## src/rtl/sbw_pkg.sv

```systemverilog
package sbw_pkg;

  typedef enum logic {
    SK_EXEC = 1'b0,
    SK_MEM  = 1'b1
  } slot_kind_e;

  // A register index is tracked only when it lies inside the physical range.
  function automatic logic idx_tracked(input logic [31:0] idx, input int unsigned nregs);
    return idx < nregs;
  endfunction

  // Population count over up to 64 bits.
  function automatic int unsigned bit_total(input logic [63:0] v);
    int unsigned n;
    n = 0;
    for (int i = 0; i < 64; i++) n += v[i] ? 1 : 0;
    return n;
  endfunction

  // True when sequence s is younger than the squash point p.
  function automatic logic seq_younger(input logic [31:0] s, input logic [31:0] p);
    return s > p;
  endfunction

endpackage

```

## src/rtl/sbw_ready_bits.sv

```systemverilog
module sbw_ready_bits
  import sbw_pkg::*;
#(
  parameter int NREGS  = 16,
  parameter int RIDX_W = 5
) (
  input  logic              clk,
  input  logic              rst_n,
  input  logic              set_en,
  input  logic [RIDX_W-1:0] set_idx,
  input  logic              clr_en,
  input  logic [RIDX_W-1:0] clr_idx,
  output logic [NREGS-1:0]  ready_q,
  output logic [NREGS-1:0]  ready_fwd
);
  localparam int PW = (NREGS > 1) ? $clog2(NREGS) : 1;

  logic [PW-1:0]    set_lo, clr_lo;
  logic             set_hit, clr_hit;
  logic [NREGS-1:0] ready_d;

  assign set_lo  = set_idx[PW-1:0];
  assign clr_lo  = clr_idx[PW-1:0];
  assign set_hit = set_en && idx_tracked(32'(set_idx), NREGS);
  assign clr_hit = clr_en && idx_tracked(32'(clr_idx), NREGS);

  // Completion is visible to same-cycle inserts; the insert's clear wins.
  always_comb begin
    ready_fwd = ready_q;
    if (set_hit) ready_fwd[set_lo] = 1'b1;
    ready_d = ready_fwd;
    if (clr_hit) ready_d[clr_lo] = 1'b0;
  end

  always_ff @(posedge clk) begin
    if (!rst_n) ready_q <= '0;
    else        ready_q <= ready_d;
  end

  assert_done_marks_ready_R6: assert property (@(posedge clk) disable iff (!rst_n)
    (set_hit && !(clr_hit && clr_idx == set_idx)) |=> ready_q[$past(set_lo)]);

  assert_insert_clears_ready_R3: assert property (@(posedge clk) disable iff (!rst_n)
    clr_hit |=> !ready_q[$past(clr_lo)]);

endmodule

```

## src/rtl/sbw_wait_matrix.sv

```systemverilog
module sbw_wait_matrix
  import sbw_pkg::*;
#(
  parameter int NREGS  = 16,
  parameter int NSLOTS = 8,
  parameter int NSRCS  = 2,
  parameter int RIDX_W = 5,
  parameter int SLOT_W = 3,
  localparam int NCOLS = NSLOTS * NSRCS
) (
  input  logic                    clk,
  input  logic                    rst_n,
  input  logic                    link_en,
  input  logic [SLOT_W-1:0]       link_slot,
  input  logic [NSRCS*RIDX_W-1:0] link_src,
  input  logic [NSRCS-1:0]        link_need,
  input  logic                    wake_en,
  input  logic [RIDX_W-1:0]       wake_idx,
  input  logic [NSLOTS-1:0]       kill_slots,
  input  logic [RIDX_W-1:0]       probe_idx,
  output logic [NCOLS-1:0]        wake_cols,
  output logic [NCOLS-1:0]        col_waiting,
  output logic                    probe_busy
);
  localparam int PW = (NREGS > 1) ? $clog2(NREGS) : 1;

  logic [NCOLS-1:0] row_q [NREGS];
  logic [NCOLS-1:0] kill_cols;
  logic             wake_hit;

  assign wake_hit = wake_en && idx_tracked(32'(wake_idx), NREGS);

  for (genvar s = 0; s < NSLOTS; s++) begin : g_kill
    assign kill_cols[s*NSRCS +: NSRCS] = {NSRCS{kill_slots[s]}};
  end

  always_comb begin
    wake_cols = '0;
    if (wake_hit) wake_cols = row_q[wake_idx[PW-1:0]];
    probe_busy = 1'b0;
    if (idx_tracked(32'(probe_idx), NREGS))
      probe_busy = |row_q[probe_idx[PW-1:0]] && !(wake_hit && wake_idx == probe_idx);
    col_waiting = '0;
    for (int r = 0; r < NREGS; r++) col_waiting |= row_q[r];
  end

  for (genvar r = 0; r < NREGS; r++) begin : g_row
    logic [NCOLS-1:0] link_r;
    logic             clear_r;
    for (genvar s = 0; s < NSLOTS; s++) begin : g_slot
      for (genvar k = 0; k < NSRCS; k++) begin : g_src
        assign link_r[s*NSRCS+k] = link_en && link_need[k] &&
                                   link_slot == SLOT_W'(s) &&
                                   link_src[k*RIDX_W +: RIDX_W] == RIDX_W'(r);
      end
    end
    assign clear_r = wake_hit && wake_idx == RIDX_W'(r);
    always_ff @(posedge clk) begin
      if (!rst_n) row_q[r] <= '0;
      else        row_q[r] <= (row_q[r] & ~kill_cols & ~{NCOLS{clear_r}}) | link_r;
    end
  end

endmodule

```

## src/rtl/sbw_slot_table.sv

```systemverilog
module sbw_slot_table
  import sbw_pkg::*;
#(
  parameter int NSLOTS = 8,
  parameter int NSRCS  = 2,
  parameter int SLOT_W = 3,
  parameter int TID_W  = 1,
  parameter int SEQ_W  = 8,
  parameter int CNT_W  = 2,
  localparam int NCOLS = NSLOTS * NSRCS
) (
  input  logic                    clk,
  input  logic                    rst_n,
  input  logic                    ins_en,
  input  logic [SLOT_W-1:0]       ins_slot,
  input  logic [TID_W-1:0]        ins_tid,
  input  logic [SEQ_W-1:0]        ins_seq,
  input  logic [CNT_W-1:0]        ins_cnt,
  input  slot_kind_e              ins_kind,
  input  logic                    ins_hold,
  input  logic                    rel_en,
  input  logic [SLOT_W-1:0]       rel_slot,
  input  logic                    drop_en,
  input  logic [SLOT_W-1:0]       drop_slot,
  input  logic                    sq_en,
  input  logic [TID_W-1:0]        sq_tid,
  input  logic [SEQ_W-1:0]        sq_seq,
  input  logic [NCOLS-1:0]        wake_cols,
  output logic [NSLOTS-1:0]       kill_slots,
  output logic [NSLOTS-1:0]       slot_valid,
  output logic [NSLOTS*CNT_W-1:0] slot_cnt,
  output logic [NSLOTS-1:0]       exec_rdy,
  output logic [NSLOTS-1:0]       mem_rdy,
  output logic [NSLOTS-1:0]       hold_vec
);

  for (genvar s = 0; s < NSLOTS; s++) begin : g_slot
    logic             v_q, hold_q, sq_hit;
    slot_kind_e       kind_q;
    logic [TID_W-1:0] tid_q;
    logic [SEQ_W-1:0] seq_q;
    logic [CNT_W-1:0] cnt_q, hits;
    logic             all_rdy;

    assign hits   = CNT_W'(bit_total(64'(wake_cols[s*NSRCS +: NSRCS])));
    assign sq_hit = sq_en && tid_q == sq_tid && seq_younger(32'(seq_q), 32'(sq_seq));
    assign kill_slots[s] = v_q && (sq_hit || (drop_en && drop_slot == SLOT_W'(s)));

    always_ff @(posedge clk) begin
      if (!rst_n) begin
        v_q    <= 1'b0;
        hold_q <= 1'b0;
        kind_q <= SK_EXEC;
        tid_q  <= '0;
        seq_q  <= '0;
        cnt_q  <= '0;
      end else if (ins_en && ins_slot == SLOT_W'(s)) begin
        v_q    <= 1'b1;
        hold_q <= ins_hold;
        kind_q <= ins_kind;
        tid_q  <= ins_tid;
        seq_q  <= ins_seq;
        cnt_q  <= ins_cnt;
      end else if (kill_slots[s]) begin
        v_q    <= 1'b0;
        hold_q <= 1'b0;
      end else begin
        cnt_q <= cnt_q + hits;
        if (rel_en && rel_slot == SLOT_W'(s)) hold_q <= 1'b0;
      end
    end

    assign all_rdy     = v_q && cnt_q == CNT_W'(NSRCS) && !hold_q;
    assign exec_rdy[s] = all_rdy && kind_q == SK_EXEC;
    assign mem_rdy[s]  = all_rdy && kind_q == SK_MEM;
    assign hold_vec[s] = v_q && hold_q;
    assign slot_valid[s] = v_q;
    assign slot_cnt[s*CNT_W +: CNT_W] = cnt_q;

    assert_counter_bounded_R6: assert property (@(posedge clk) disable iff (!rst_n)
      v_q |-> (32'(cnt_q) <= NSRCS));

    assert_insert_into_free_R11: assert property (@(posedge clk) disable iff (!rst_n)
      (ins_en && ins_slot == SLOT_W'(s)) |-> !v_q);

    assert_squash_empties_R8: assert property (@(posedge clk) disable iff (!rst_n)
      (v_q && sq_hit && !(ins_en && ins_slot == SLOT_W'(s))) |=> !v_q);
  end

endmodule

```

## src/rtl/dep_wakeup_scoreboard.sv

```systemverilog
module dep_wakeup_scoreboard
  import sbw_pkg::*;
#(
  parameter int NREGS    = 16,
  parameter int NSLOTS   = 8,
  parameter int NSRCS    = 2,
  parameter int NTHREADS = 2,
  parameter int SEQ_W    = 8,
  localparam int RIDX_W  = $clog2(NREGS) + 1,
  localparam int SLOT_W  = (NSLOTS > 1) ? $clog2(NSLOTS) : 1,
  localparam int TID_W   = (NTHREADS > 1) ? $clog2(NTHREADS) : 1,
  localparam int CNT_W   = $clog2(NSRCS + 1),
  localparam int NCOLS   = NSLOTS * NSRCS,
  localparam int WC_W    = $clog2(NCOLS + 1)
) (
  input  logic                    clk,
  input  logic                    rst_n,
  input  logic                    ins_valid,
  input  logic [SLOT_W-1:0]       ins_slot,
  input  logic [TID_W-1:0]        ins_tid,
  input  logic [SEQ_W-1:0]        ins_seq,
  input  logic [NSRCS*RIDX_W-1:0] ins_src,
  input  logic [NSRCS-1:0]        ins_src_ok,
  input  logic [RIDX_W-1:0]       ins_dst,
  input  logic                    ins_dst_en,
  input  logic                    ins_mem,
  input  logic                    ins_nonspec,
  input  logic                    rel_valid,
  input  logic [SLOT_W-1:0]       rel_slot,
  input  logic                    done_valid,
  input  logic [RIDX_W-1:0]       done_dst,
  input  logic                    drop_valid,
  input  logic [SLOT_W-1:0]       drop_slot,
  input  logic                    sq_valid,
  input  logic [TID_W-1:0]        sq_tid,
  input  logic [SEQ_W-1:0]        sq_seq,
  output logic [NREGS-1:0]        reg_ready,
  output logic [NSLOTS-1:0]       exec_ready,
  output logic [NSLOTS-1:0]       mem_ready,
  output logic [NSLOTS-1:0]       nonspec_pending,
  output logic [WC_W-1:0]         woken_count,
  output logic                    producer_fault
);
  localparam int PW = (NREGS > 1) ? $clog2(NREGS) : 1;

  logic [NREGS-1:0]        ready_fwd;
  logic [NSRCS-1:0]        src_ok;
  logic [CNT_W-1:0]        ins_cnt;
  logic [NCOLS-1:0]        wake_cols, col_waiting;
  logic [NSLOTS-1:0]       kill_slots, slot_valid;
  logic [NSLOTS*CNT_W-1:0] slot_cnt;
  logic                    probe_busy;
  slot_kind_e              ins_kind;

  // Classify each source: known ready, untracked, caught by scoreboard, or linked.
  always_comb begin
    logic [RIDX_W-1:0] idx;
    for (int k = 0; k < NSRCS; k++) begin
      idx = ins_src[k*RIDX_W +: RIDX_W];
      src_ok[k] = ins_src_ok[k] || ins_nonspec || !idx_tracked(32'(idx), NREGS) ||
                  ready_fwd[idx[PW-1:0]];
    end
  end

  assign ins_cnt  = CNT_W'(bit_total(64'(src_ok)));
  assign ins_kind = ins_mem ? SK_MEM : SK_EXEC;

  sbw_ready_bits #(.NREGS(NREGS), .RIDX_W(RIDX_W)) u_bits (
    .clk(clk), .rst_n(rst_n),
    .set_en(done_valid), .set_idx(done_dst),
    .clr_en(ins_valid && ins_dst_en), .clr_idx(ins_dst),
    .ready_q(reg_ready), .ready_fwd(ready_fwd)
  );

  sbw_wait_matrix #(.NREGS(NREGS), .NSLOTS(NSLOTS), .NSRCS(NSRCS),
                    .RIDX_W(RIDX_W), .SLOT_W(SLOT_W)) u_matrix (
    .clk(clk), .rst_n(rst_n),
    .link_en(ins_valid), .link_slot(ins_slot), .link_src(ins_src), .link_need(~src_ok),
    .wake_en(done_valid), .wake_idx(done_dst), .kill_slots(kill_slots),
    .probe_idx(ins_dst), .wake_cols(wake_cols), .col_waiting(col_waiting),
    .probe_busy(probe_busy)
  );

  sbw_slot_table #(.NSLOTS(NSLOTS), .NSRCS(NSRCS), .SLOT_W(SLOT_W), .TID_W(TID_W),
                   .SEQ_W(SEQ_W), .CNT_W(CNT_W)) u_slots (
    .clk(clk), .rst_n(rst_n),
    .ins_en(ins_valid), .ins_slot(ins_slot), .ins_tid(ins_tid), .ins_seq(ins_seq),
    .ins_cnt(ins_cnt), .ins_kind(ins_kind), .ins_hold(ins_nonspec),
    .rel_en(rel_valid), .rel_slot(rel_slot),
    .drop_en(drop_valid), .drop_slot(drop_slot),
    .sq_en(sq_valid), .sq_tid(sq_tid), .sq_seq(sq_seq),
    .wake_cols(wake_cols), .kill_slots(kill_slots), .slot_valid(slot_valid),
    .slot_cnt(slot_cnt), .exec_rdy(exec_ready), .mem_rdy(mem_ready),
    .hold_vec(nonspec_pending)
  );

  always_ff @(posedge clk) begin
    if (!rst_n) begin
      woken_count    <= '0;
      producer_fault <= 1'b0;
    end else begin
      woken_count    <= WC_W'(bit_total(64'(wake_cols)));
      producer_fault <= ins_valid && ins_dst_en && probe_busy;
    end
  end

  // Cross-check between the slot counters and the wait matrix.
  for (genvar s = 0; s < NSLOTS; s++) begin : g_chk
    assert_links_balance_R6: assert property (@(posedge clk) disable iff (!rst_n)
      slot_valid[s] |->
        (32'(slot_cnt[s*CNT_W +: CNT_W]) +
         bit_total(64'(col_waiting[s*NSRCS +: NSRCS])) == NSRCS));

    assert_free_slot_unlinked_R9: assert property (@(posedge clk) disable iff (!rst_n)
      !slot_valid[s] |-> (col_waiting[s*NSRCS +: NSRCS] == '0));
  end

endmodule

```

## config.mk

```make
export PLATFORM = sky130hd
export DESIGN_NAME = dep_wakeup_scoreboard
export DESIGN_NICKNAME = d
export VERILOG_FILES = /design/src/rtl/sbw_pkg.sv /design/src/rtl/sbw_ready_bits.sv /design/src/rtl/sbw_wait_matrix.sv /design/src/rtl/sbw_slot_table.sv /design/src/rtl/dep_wakeup_scoreboard.sv
export SDC_FILE = /design/constraint.sdc
export NUM_CORES = 1
export LEC_CHECK = 0
export ABC_CLOCK_PERIOD_IN_PS = 9900
export BUFFER_PORTS_ARGS = -buffer_cell sky130_fd_sc_hd__buf_2
export CORE_UTILIZATION = 60
export DETAILED_ROUTE_END_ITERATION = 8
export PLACE_DENSITY = 0.78
export SLEW_MARGIN = 20
export SYNTH_ARGS = -nofsm -noshare
export SYNTH_HDL_FRONTEND = slang
export SYNTH_SLANG_ARGS = --single-unit
```

## constraint.sdc

```tcl
create_clock -name clk -period 9.9 [get_ports clk]
set_input_delay 0.99 -clock clk [delete_from_list [all_inputs] [get_ports clk]]
set_output_delay 0.99 -clock clk [all_outputs]
set_load 0.005 [all_outputs]
```

# Yosys cells after proc, flatten, opt, wreduce, memory -nomap -nowiden
# Memory sizes are Yosys's and may differ from the RTL's.
# Index checks and enable logic that the tools add are counted.
# W data, S select, Z words.
# word_totals
regBits	134
ram_bits	256
in_bits	59
word_cells	824
n_memories	1
# op_classes
n_addsub	31
order_cmp	18
eq_ne	91
muxes	105
bitwise	93
reduce_logical	434
# memory_table
name	depth	word_bits	rd	rd_ports_with_merged_regs	write_ports	line_no	source
u_matrix.row_q	16	16	18	0	16	sbw_wait_matrix.sv:27	logic [NCOLS-1:0] row_q [NREGS];
# op_table
op	n
$and A16 B16 Y16	33
$logic_and A1 B1 Y1	386
$mux W16	19
$not A16 Y16	18
$or A16 B16 Y16	17
$eq A5 B4 Y1 const B	24
$mux W1	66
$add A5 B1 Y5	13
$gt A8 B8 Y1	8
$eq A5 B3 Y1 const B	12
$eq A3 B3 Y1 const B	12
$mux W2	16
$add A2 B2 Y2	15
$eq A5 B2 Y1 const B	6
$reduce_bool A3 Y1	8
$lt A4 B5 Y1 const B	4
$lt A5 B5 Y1 const B	4
$eq A3 B2 Y1 const B	6
$eq A2 B2 Y1 const B	8
$ne A2 B1 Y1 const B	8
$or A1 B1 Y1	16
$reduce_bool A2 Y1	8
$reduce_or A16 Y1	1
$eq A5 B1 Y1 const B	3
other kinds (14)	61

# Longest topological paths before layout
# logic_depth
word_depth	19
mapped_depth	21

# By module
# Synthesis repeated with hierarchy kept, for this count alone.
# hier_totals
cells_unflattened	2390
area_unflattened_um2	21722.1
# by_module_without_submodules
mod	n_inst	cells_per_inst	area_each_um2
sbw_wait_matrix	1	1399	13491.7
sbw_slot_table	1	828	6546.3
dep_wakeup_scoreboard	1	95	905.9
sbw_ready_bits	1	68	778.2

# Worst setup path before layout
# Ideal clock, no wire load.
# synth_path
kind	input -> register
start	input port done_dst[0]
end	register woken_count[2]
setup_ns	0.128
t_arrival_ns	6.039
slack_ns	3.734
path_stages	15
path_buffers	2
cell_sequence	buf_2 buf_1 mux4_2 mux4_2 and2_1 fa_1 inv_1 fa_1 fa_1 fa_1 inv_1 fa_1 fa_1 xnor2_1 nor2_1
# synth_between
elab_chain_len	19
word_cells_on_any_way	35
cone_classes	add/sub (15); order compare (1); mux (17); reduce/logical (1); memory (1)
# synth_lines
item	line_no	source
from (decl)	dep_wakeup_scoreboard.sv:31	input logic [RIDX_W-1:0] done_dst,
$lt A5 B5 Y1	sbw_pkg.sv:10	return idx < nregs;
$logic_and A1 B1 Y1	sbw_wait_matrix.sv:31	assign wake_hit = wake_en && idx_tracked(32'(wake_idx), NREGS);
$mux W16 *	sbw_wait_matrix.sv:39	if (wake_hit) wake_cols = row_q[wake_idx[PW-1:0]];
$mux W1	sbw_pkg.sv:17	for (int i = 0; i < 64; i++) n += v[i] ? 1 : 0;
$add A1 B1 Y2	-	
$add A5 B1 Y5 (13 in a row)	sbw_pkg.sv:17	
$add A5 B5 Y5 *	sbw_pkg.sv:17	
to (signal assigned)	dep_wakeup_scoreboard.sv:102	woken_count <= WC_W'(bit_total(64'(wake_cols)));
to (decl)	dep_wakeup_scoreboard.sv:41	output logic [WC_W-1:0] woken_count,
# Mark *: on every way between the ends. The rest lies on a longest branch, timed or not.
# A chain may end at the register's enable or synchronous reset.

# Worst setup path in the final report
# Same ends and word-level chain as after synthesis.

==> impl_metrics.env <==
export IMPL_synth_compound_area_share_pct=17.31
export IMPL_end_kind="register"
export IMPL_netlist_area_mm2=0.01960
export IMPL_drt_pre_antenna_iters=7
export IMPL_synth_edff_count=0
export IMPL_holdCritStartpoint="u_slots.g_slot[6].seq_q[0]"
export IMPL_clk_pin_slew_ns=0.06
export IMPL_final_setup_viol_count=0
export IMPL_final_common_cell="dfxtp_1"
export IMPL_r2r_slack_ns=4.78
export IMPL_p_clk_share_pct=46.8
export IMPL_htree_levels=2
export IMPL_switching_share_pct=25.00
export IMPL_p_sw_uw=885.9
export IMPL_min_period_ns=6.486
export IMPL_place_inst=2636
export IMPL_yosysWarnings=0
export IMPL_num_rows=65
export IMPL_critical_path_buf_inv_count=5
export IMPL_syn_nets=2378
export IMPL_grt_pass1_wl_um=114500
export IMPL_clock_latency_ns=0.56
export IMPL_cp_slowest_stage_delay_ns=0.65
export IMPL_dieArea_mm2=0.03340
export IMPL_synth_ff_type="dfxtp_1"
export IMPL_synth_top_family_by_area="simple AND/OR/NAND/NOR gates"
export IMPL_cts_resized=0
export IMPL_drt_iter0_drc=2819
export IMPL_hpwlAfterDp_um=53410
export IMPL_cp_slowest_cell="buf_4"
export IMPL_grt_ovfl_total=0
export IMPL_rsz0062_at_grt="false"
export IMPL_synth_seq_cells=390
export IMPL_track_usage_pct=46.21
export IMPL_gp_congestion=1.035
export IMPL_core_mm2=0.03188
export IMPL_ctsRootBufferMaster="clkbuf_16"
export IMPL_layout_cells_non_filler=2715
export IMPL_outcome="completed"
export IMPL_crit_top_cell="fa_1"
export IMPL_async_reset_ff_share_pct=0
export IMPL_powerDensity_mw_per_mm2=161.9
export IMPL_synth_distinct_cells=68
export IMPL_worst_pin_slew_ns=1.150
export IMPL_layout_common_cells="390 x dfxtp_1, 293 x nand3_1, 261 x nand2_1"
export IMPL_viasPerCell=7.107
export IMPL_avgSynthCellArea_um2=8.787
export IMPL_fin_skew_ns=0.02115
export IMPL_tns_ns=0
export IMPL_cp_cell_sequence="buf_4 -> buf_4 -> mux4_2 -> mux2i_1 -> nand2_1 -> o211ai_1 -> inv_1 -> fa_1 -> inv_1 -> fa_1 -> fa_1 -> fa_1 -> inv_1 -> fa_1 -> fa_1 -> xnor2_1 -> nor2_1"
export IMPL_synth_adder_area_share_pct=6.268
export IMPL_antenna_found_initial=3
export IMPL_ctsHoldBuffers=0
export IMPL_wl_per_cell_um=28.38
export IMPL_worstReg2RegStart="u_matrix.row_q[6][7]"
export IMPL_startpoint="done_dst[0]"
export IMPL_cts_buffer_depth=3
export IMPL_syn_to_final_growth_pct=11.66
export IMPL_crit_required_ns=10.30
export IMPL_ant_nets=0
export IMPL_portBuffers=104
export IMPL_drive_above_1_share_pct=14.27
export IMPL_maxSlewHeadroom_pct=23.34
export IMPL_p_comb_share_pct=8.2
export IMPL_synth_mux_area_share_pct=9.510
export IMPL_yosys_area_share_xor_xnor_pct=0.7148
export IMPL_worstHoldPathType="register to register"
export IMPL_post_cts_setup_buffers=0
export IMPL_arrival_ns=6.89
export IMPL_postSynthCellCount=2231
export IMPL_crit_type="input pin to register"
export IMPL_drc=0
export IMPL_p_leak_nw=8.026
export IMPL_power_share_sequential_pct=45.0
export IMPL_vias=19300
export IMPL_nFillCells=2615
export IMPL_first_global_vias=18450
export IMPL_nNetsFinal=2393
export IMPL_die_width_um=182.8
export IMPL_critPathLaunchType="input pin"
export IMPL_tritoncts="yes"
export IMPL_pin_count=105
export IMPL_die_y_um=182.8
export IMPL_synth_simple_area_share_pct=21.75
export IMPL_grt_max_degree=98
export IMPL_fin_crit_sh_pct=65.52
export IMPL_path_delay_family="adder cells"
export IMPL_slew_violations=0
export IMPL_cts_buffers=42
export IMPL_intPower_mw=2.658
export IMPL_cap_violations=0
export IMPL_finalWirelength_um=77060
export IMPL_ys_seq_area_share_pct=39.83
export IMPL_crit_fanout=47
export IMPL_finalHoldViolCount=0
export IMPL_vdd_ir_drop_max_uv=154.1
export IMPL_max_clock_freq_mhz=154.2
export IMPL_clock_sinks=390
export IMPL_initial_core_util_pct=61.49
power groups by stage:
stage	Sequential, mW	Clock, mW	Combinational [mW]
floorplan	1.62	0	0.177
global placement	1.63	0	0.271
detailed placement	1.63	0	0.276
CTS	1.59	1.66	0.277
global route	1.59	1.73	0.305
finish	1.59	1.66	0.290
layer usage:
metal	track usage, %	vias up	share of wire, %
met5	0	-	0.016
met4	33.14	2	8.1
met3	11.97	344	13
met2	69.97	1460	43
met1	57.38	9190	36
li1	-	8299	-
cell usage after synthesis, drive strengths merged (16+ instances only):
| master | instances | area [um2] |
|---|---|---|
| o21ai | 177 | 885.8 |
| nand2 | 261 | 979.7 |
| o211ai | 22 | 165.2 |
| fa | 17 | 340.3 |
| and2 | 21 | 131.4 |
| ha | 71 | 888.4 |
| nor2 | 84 | 315.3 |
| inv | 55 | 206.5 |
| nand2b | 18 | 112.6 |
| o31ai | 97 | 738.2 |
| or4 | 16 | 120.1 |
| buf | 41 | 190.2 |
| clkbuf | 131 | 505.5 |
| mux4 | 72 | 1622 |
| a211oi | 22 | 165.2 |
| nand3 | 297 | 1486 |
| nor3 | 27 | 135.1 |
| a21oi | 161 | 817.0 |
| dfxtp | 390 | 7807 |
| nand4 | 37 | 237.7 |
| nor4 | 53 | 346.6 |
| nor2b | 22 | 137.6 |
area by class of cell:
| type | count | area (um2) | share of cell area, % |
|---|---|---|---|
| sequential | 390 | 7807 | 35.67 |
| multi-input combinational | 1613 | 11040 | 50.45 |
| inverter | 56 | 212.7 | 0.9717 |
| antenna | 3 | 7.507 | 0.03430 |
| timing repair buffer | 143 | 823.3 | 3.761 |
| tap | 435 | 544.3 | 2.486 |
| clock buffer | 60 | 1229 | 5.613 |
| clock inverter | 15 | 221.5 | 1.012 |
cell families after synthesis:
| logic type | after synthesis |
|---|---|
| mux | 95 |
| xor+xnor | 16 |
| fa+ha+maj | 88 |
| flops | 390 |
| simple gates | 865 |
| compound gates | 549 |
| buf+inv | 228 |
state kept, by name, summed over array words and instances (netlist names):
register and cells:
woken_count 5, u_slots.g_slot.kind_q 8, producer_fault 1, u_slots.g_slot.tid_q 8, u_slots.g_slot.hold_q 8, u_slots.g_slot.v_q 8
u_matrix.row_q 256, u_slots.g_slot.seq_q 64, u_slots.g_slot.cnt_q 16, u_bits.ready_q 16
stage by stage:
stage                     setup WS [ns]  hold slack (ns)  area, um2  total power [mW]  util [%]
final                             3.414           0.4539      21890             3.544     68.66
after global routing              3.088           0.4697      21880             3.629     68.65
after CTS                         3.403           0.4556      21840             3.528     68.51
after detailed placement          2.826           0.4479      20390             1.905     63.96
after global placement            2.953           0.4434      20380             1.899     63.92
after floorplan                   3.734           0.4363      19600             1.801         -
final timing paths:
kind,end,cells past startpoint
setup / recovery,woken_count[2],17
hold / removal,u_slots.g_slot[6].seq_q[0],2
setup reg to reg,woken_count[2],15
hold reg to reg,u_slots.g_slot[6].seq_q[0],2
worst min-delay path, cell delays in order (launching register included):
cell and delay, ns:
dfxtp_1 0.31, nand2_1 0.05, a21oi_1 0.05
No activity file was read; power rests on OpenSTA's default activity.
